`src/rtl/txq_sched_pkg.sv`:
```
package txq_sched_pkg;
  typedef enum logic [1:0] {
    GNT_NONE = 2'd0,
    GNT_HI   = 2'd1,
    GNT_LO   = 2'd2
  } gnt_e;
endpackage

```
`src/rtl/txq_weight_map.sv`:
```
module txq_weight_map #(
  parameter int RATIO_W = 3,
  localparam int WGT_W = RATIO_W + 1
) (
  input  logic [RATIO_W-1:0] ratio_sel,
  output logic               strict,
  output logic [WGT_W-1:0]   weight
);
  // Setting n>0 allows (2^RATIO_W - n) urgent packets per bulk packet.
  always_comb begin
    strict = (ratio_sel == '0);
    weight = WGT_W'(1 << RATIO_W) - {1'b0, ratio_sel};
  end
endmodule

```
`src/rtl/txq_pick.sv`:
```
module txq_pick
  import txq_sched_pkg::*;
#(
  parameter int RATIO_W = 3,
  localparam int WGT_W = RATIO_W + 1,
  localparam int CNT_W = RATIO_W
) (
  input  logic             hi_req,
  input  logic             lo_req,
  input  logic             strict,
  input  logic [WGT_W-1:0] weight,
  input  logic [CNT_W-1:0] run_cnt,
  output gnt_e             pick,
  output logic [CNT_W-1:0] run_cnt_nxt
);
  logic quota_used;

  always_comb begin
    quota_used  = ({1'b0, run_cnt} >= weight);
    pick        = GNT_NONE;
    run_cnt_nxt = run_cnt;
    if (hi_req && lo_req) begin
      if (strict) begin
        pick = GNT_HI;
      end else if (quota_used) begin
        pick        = GNT_LO;
        run_cnt_nxt = '0;
      end else begin
        pick        = GNT_HI;
        run_cnt_nxt = run_cnt + CNT_W'(1);
      end
    end else if (hi_req) begin
      pick = GNT_HI;
    end else if (lo_req) begin
      pick = GNT_LO;
    end
  end
endmodule

```
`src/rtl/txq_pair_sched.sv`:
```
module txq_pair_sched
  import txq_sched_pkg::*;
(
  input  logic       clk,
  input  logic       rst_n,
  input  logic       hi_nonempty,
  input  logic       lo_nonempty,
  input  logic       pkt_done,
  input  logic [2:0] ratio_sel,
  output logic       grant_hi,
  output logic       grant_lo
);
  localparam int RATIO_W = 3;
  localparam int WGT_W   = RATIO_W + 1;
  localparam int CNT_W   = RATIO_W;

  gnt_e             gnt_q;
  gnt_e             gnt_pick;
  logic [CNT_W-1:0] run_q;
  logic [CNT_W-1:0] run_nxt;
  logic             strict;
  logic [WGT_W-1:0] weight;
  logic             decide;

  txq_weight_map #(.RATIO_W(RATIO_W)) u_wmap (
    .ratio_sel (ratio_sel),
    .strict    (strict),
    .weight    (weight)
  );

  txq_pick #(.RATIO_W(RATIO_W)) u_pick (
    .hi_req      (hi_nonempty),
    .lo_req      (lo_nonempty),
    .strict      (strict),
    .weight      (weight),
    .run_cnt     (run_q),
    .pick        (gnt_pick),
    .run_cnt_nxt (run_nxt)
  );

  assign decide = (gnt_q == GNT_NONE) || pkt_done;

  always_ff @(posedge clk) begin
    if (!rst_n) begin
      gnt_q <= GNT_NONE;
      run_q <= '0;
    end else if (decide) begin
      gnt_q <= gnt_pick;
      run_q <= run_nxt;
    end
  end

  assign grant_hi = (gnt_q == GNT_HI);
  assign grant_lo = (gnt_q == GNT_LO);
endmodule

```
`config.mk`:
```
export PLATFORM = sky130hd
export DESIGN_NAME = txq_pair_sched
export DESIGN_NICKNAME = d
export VERILOG_FILES = /design/src/rtl/txq_sched_pkg.sv /design/src/rtl/txq_weight_map.sv /design/src/rtl/txq_pick.sv /design/src/rtl/txq_pair_sched.sv
export SDC_FILE = /design/constraint.sdc
export NUM_CORES = 1
export LEC_CHECK = 0
export BUFFER_PORTS_ARGS = -buffer_cell sky130_fd_sc_hd__buf_2
export CAP_MARGIN = 15
export CELL_PAD_IN_SITES_DETAIL_PLACEMENT = 1
export CELL_PAD_IN_SITES_GLOBAL_PLACEMENT = 2
export CORE_MARGIN = 2
export CORE_UTILIZATION = 29
export DETAILED_ROUTE_END_ITERATION = 16
export PLACE_DENSITY_LB_ADDON = 0.1
export SETUP_SLACK_MARGIN = 0.05
export SLEW_MARGIN = 20
export SYNTH_ARGS = -nofsm -noshare
export SYNTH_HDL_FRONTEND = slang
export SYNTH_SLANG_ARGS = --single-unit
```
`constraint.sdc`:
```
create_clock -name clk -period 2.44 [get_ports clk]
set_input_delay 0.488 -clock clk [delete_from_list [all_inputs] [get_ports clk]]
set_output_delay 0.488 -clock clk [all_outputs]
set_load 0.01 [all_outputs]
```
### Word level (Yosys, flattened, before mapping)

Index checks and enable logic that the tools add are counted.

* register bits after elaboration: 5
* output and inout bits: 2
* word-level logic and storage cells: 19

* add/sub/neg operators: 2
* $lt $le $gt $ge: 1
* equality and inequality tests: 2
* multiplexer cells: 6
* bitwise gates (word level): 1
* reductions and logical operators: 5

Operators with widths (number)
* $mux 2: 5
* $ge 3x4->1: 1
* $sub 4x3->4 const A: 1
* $add 3x1->3 const B: 1
* $logic_not 3->1: 1
* $mux 3: 1
* $reduce_and 3->1: 1
* $eq 2x1->1 const B: 1
* $eq 2x2->1 const B: 1
* $logic_not 2->1: 1
* $logic_and 1x1->1: 1
* $logic_or 1x1->1: 1
* $not 1->1: 1

### Longest topological paths before layout

* depth after elaboration: 5
* depth in mapped cells: 9

### Cells and area by module

Synthesis repeated with hierarchy kept, for this count alone.

* cells, all modules: 59
* area total of the unflattened synthesis: 478.0 µm²

Modules (own cells, without submodules)
* txq_pick: instances 1, cells each 29, area an instance 214.0 µm², sequential area each 0.0 µm²
* txq_pair_sched: instances 1, cells each 23, area an instance 210.2 µm², sequential area each 100.1 µm²
* txq_weight_map: instances 1, cells each 7, area an instance 53.8 µm², sequential area each 0.0 µm²

### Worst setup path before layout

OpenSTA, ideal clock, no wires.

* kind: input port to flip-flop
* start: input port ratio_sel[0]
* end: register gnt_q[1]
* library setup time: 0.115 ns
* arrival: 1.957 ns
* path slack: 0.367 ns
* stages: 9
* path through: inv_1 ha_1 ha_1 inv_1 ha_1 a21o_2 a31oi_4 o311ai_1 and3_1

* cells in the longest elaborated chain, start to end: 5
* elaborated cells between the ends (all ways): 6

Ends and longest elaborated chain
* from (decl): RTL line txq_pair_sched.sv:9 `input logic [2:0] ratio_sel,`
* $sub 4x3->4: RTL line txq_weight_map.sv:12 `weight = WGT_W'(1 << RATIO_W) - {1'b0, ratio_sel};`
* $ge 3x4->1: RTL line txq_pick.sv:19 `quota_used = ({1'b0, run_cnt} >= weight);`
* $mux 2: RTL line txq_pick.sv:25 `end else if (quota_used) begin`
* $mux 2 (*): RTL line txq_pick.sv:23 `if (strict) begin`
* $mux 2 (*): RTL line txq_pick.sv:22 `if (hi_req && lo_req) begin`
* to (signal assigned): RTL line txq_pair_sched.sv:48 `gnt_q <= gnt_pick;`
* to (decl): RTL line txq_pair_sched.sv:17 `gnt_e gnt_q;`

Every way passes the cells marked *; elsewhere a longest branch is shown, timed or not.
A chain may end at the register's enable or synchronous reset.

### Final worst setup path

Same ends and word-level chain as after synthesis.

==> impl_metrics.csv <==
group,metric,value,unit
status,status,"complete, no violations",
sta,worstMarginPinSlew,352,ps
flow_run,maxCapViolCount,0,
final_layout,fin_util,38.6,%
sta,hold_slack,494,ps
grt,grt_antenna_before_repair,0,
synthesis,yosysSeqAreaShare,23.6,%
final_layout,diodes,0,
sta,max_clock_freq,486,MHz
routing,vias_per_cell,5.20,
placement,gp_congestion,0.786,
placement,place.detailed.hpwl,852,um
critical_path,crit_fanout,5,
final_layout,fin_nets,75,
final_layout,nFillCells,177,
die,coreArea,1330,um^2
sta,rsz0062_at_grt,"false",
grt,grt_pass1_wl,1.64,mm
sta,drv_slew,0,
critical_path,required,2570,ps
clock_tree,cts_sinks,5,
clock_tree,cts_setup_buffers,0,
die,die_area,1780,um^2
clock_tree,htreeDepth,1,
synthesis,ys.flop_type,"dfxtp_1",
critical_path,r2r-end,"gnt_q[1]",
sta,setup_viol,0,
sta,max-slew-margin-rel,76.4,%
clock_tree,clk_path_buf_depth,2,
critical_path,cp-start-kind,"input port",
synthesis,synth.distinct_cells,22,
sta,finClkSkew,0.897,ps
grt,grtUsageTotal,12.2,%
placement,port_buffers,9,
power_and_ir_drop,vdd_drop_max,0.188,mV
final_layout,layout-drive-gt1-share,30.0,%
synthesis,synth_edf_count,0,
synthesis,yosys_warnings,0,
routing,drt_first_pass_iters,3,
synthesis,syn_nets,61,
critical_path,critPathKind,"input port to flip-flop",
clock_tree,cts_resized,0,
routing,dr_total_vias,390,
routing,drt_drc_violations_left,0,
power_and_ir_drop,power_density,470,nW/um^2
routing,ant_nets,0,
die,die_h,42.2,um
clock_tree,numCtsBuffers,3,
final_layout,fin_area,514,um^2
min_path,hold_path_class,"flip-flop to flip-flop",
clock_tree,cts_tree,"built",
critical_path,reg2reg_depth,5,
synthesis,syn_area,424,um^2
grt,grt_max_degree,6,
synthesis,synth_top_area_share,23.6,%
routing,dr.first_iter.drc_count,3,
sta,min_period,2060,ps
die,start_util,31.8,%
synthesis,ys_ff_latch,5,
die,io-pin-count,10,
routing,wl_per_cell,13.5,um
die,rows,13,
critical_path,end_kind,"flip-flop",
routing,wl,1.01,mm
power_and_ir_drop,p_leak,0.257,nW
placement,dp_cells,71,
clock_tree,cts_root_buf,"clkbuf_4",
clock_tree,clk_pin_slew,40,ps
critical_path,crit_start,"ratio_sel[0]",
final_layout,finalNonFillerCells,75,
clock_tree,cts-hold-fix-buffers,0,
final_layout,syn_to_final_growth,21.2,%
synthesis,synthCells,47,
sta,hold_viol_final,0,
synthesis,synth_area_leader_cell,"dfxtp_1",
critical_path,timing.rr.start,"run_q[2]",
grt,grt_pass1_vias,392,
synthesis,synth_common_cells,"6 x ha_1, 6 x inv_1, 5 x dfxtp_1, 5 x nand2_1",
sta,fin_tns_setup,0,ps
placement,post_dp_cell_area,488,um^2
die,chipWidth,42.2,um
synthesis,synth.top_cells.by_area,"dfxtp_1 24%, ha_1 18%, a21boi_1 5.3%, inv_1 5.3%, a31oi_4 5.0%",
critical_path,arrival,2190,ps
critical_path,crit_end,"gnt_q[1]",
grt,overflow,0,
critical_path,r2r_setup_slack,870,ps
sta,fin_crit_sh,84.4,%
clock_tree,clk_latency,240,ps
synthesis,async_flop_share,0,%
synthesis,syn_area_per_cell,9.02,um^2
## worst min-delay path by stage
stage / start / end / slack [ps] / cells after the start
2_1_floorplan: run_q[1] / run_q[1] / 450 / 2
3_3_place_gp: run_q[0] / run_q[0] / 470 / 2
3_5_place_dp: run_q[1] / run_q[1] / 490 / 2
4_1_cts: run_q[1] / run_q[1] / 490 / 2
5_1_grt: run_q[1] / run_q[1] / 520 / 2
6_report: run_q[1] / run_q[1] / 490 / 2
## routing by layer
metal,vias up,track usage (%),part of all wire (%)
li1,192,-,-
met4,0,1.88,0
met1,186,13.4,43
met2,12,20.9,51
met5,-,0,0
met3,0,6.90,6.3
## cell type report
class | instances | area [um^2] | area share (%)
inverters | 6 | 22.5 | 4.38
clock buffers | 4 | 26.3 | 5.11
repair buffers | 9 | 45.0 | 8.76
flip-flops and latches | 5 | 100 | 19.5
multi-input cells | 36 | 302 | 58.6
well taps | 15 | 18.8 | 3.65
## stage by stage
stage	worst slack, ps	power [mW]
6_report	381	0.242
3_3_place_gp	165	0.144
3_5_place_dp	110	0.149
4_1_cts	371	0.248
2_1_floorplan	367	0.128
5_1_grt	322	0.260
## where the power goes
part / internal, mW / switching [mW] / total (mW)
registers: 0.0863 / 0.00377 / 0.0900
logic: 0.0264 / 0.0303 / 0.0567
clock network: 0.0618 / 0.0333 / 0.0951
## critical path: stages
cell	delay (ps)
buf_2	110
inv_1	40
ha_1	190
ha_1	270
inv_1	40
ha_1	310
a21o_2	220
a31oi_4	200
o311ai_1	130
and3_1	190
## flip-flops by register name, summed over array words and instances (netlist names)
| name | count |
|---|---|
| gnt_q | 2 |
| run_q | 3 |
## cells by family after synthesis
| kind of cell | count (synthesis) | synth area share [%] |
|---|---|---|
| flip-flops | 5 | 23.6 |
| AND/OR/NAND/NOR | 18 | 26.8 |
| AO/OA/AOI/OAI | 12 | 26.5 |
| buffers and inverters | 6 | 5.31 |
| adder cells (fa/ha/maj) | 6 | 17.7 |
## placed cells by master, fill, tap and decap left out, drive strengths merged
cell type,n
inv,6
or2,1
a21boi,4
clkbuf,4
or2b,1
nor4b,1
nand3b,1
a31oi,1
nand2b,3
and2b,1
o211ai,2
ha,6
o22ai,1
nor3,1
o21ba,1
a21o,1
o311ai,2
nor2,1
nor2b,2
dfxtp,5
buf,9
nand2,5
and3,1
Power figures use the tool's default switching activity.
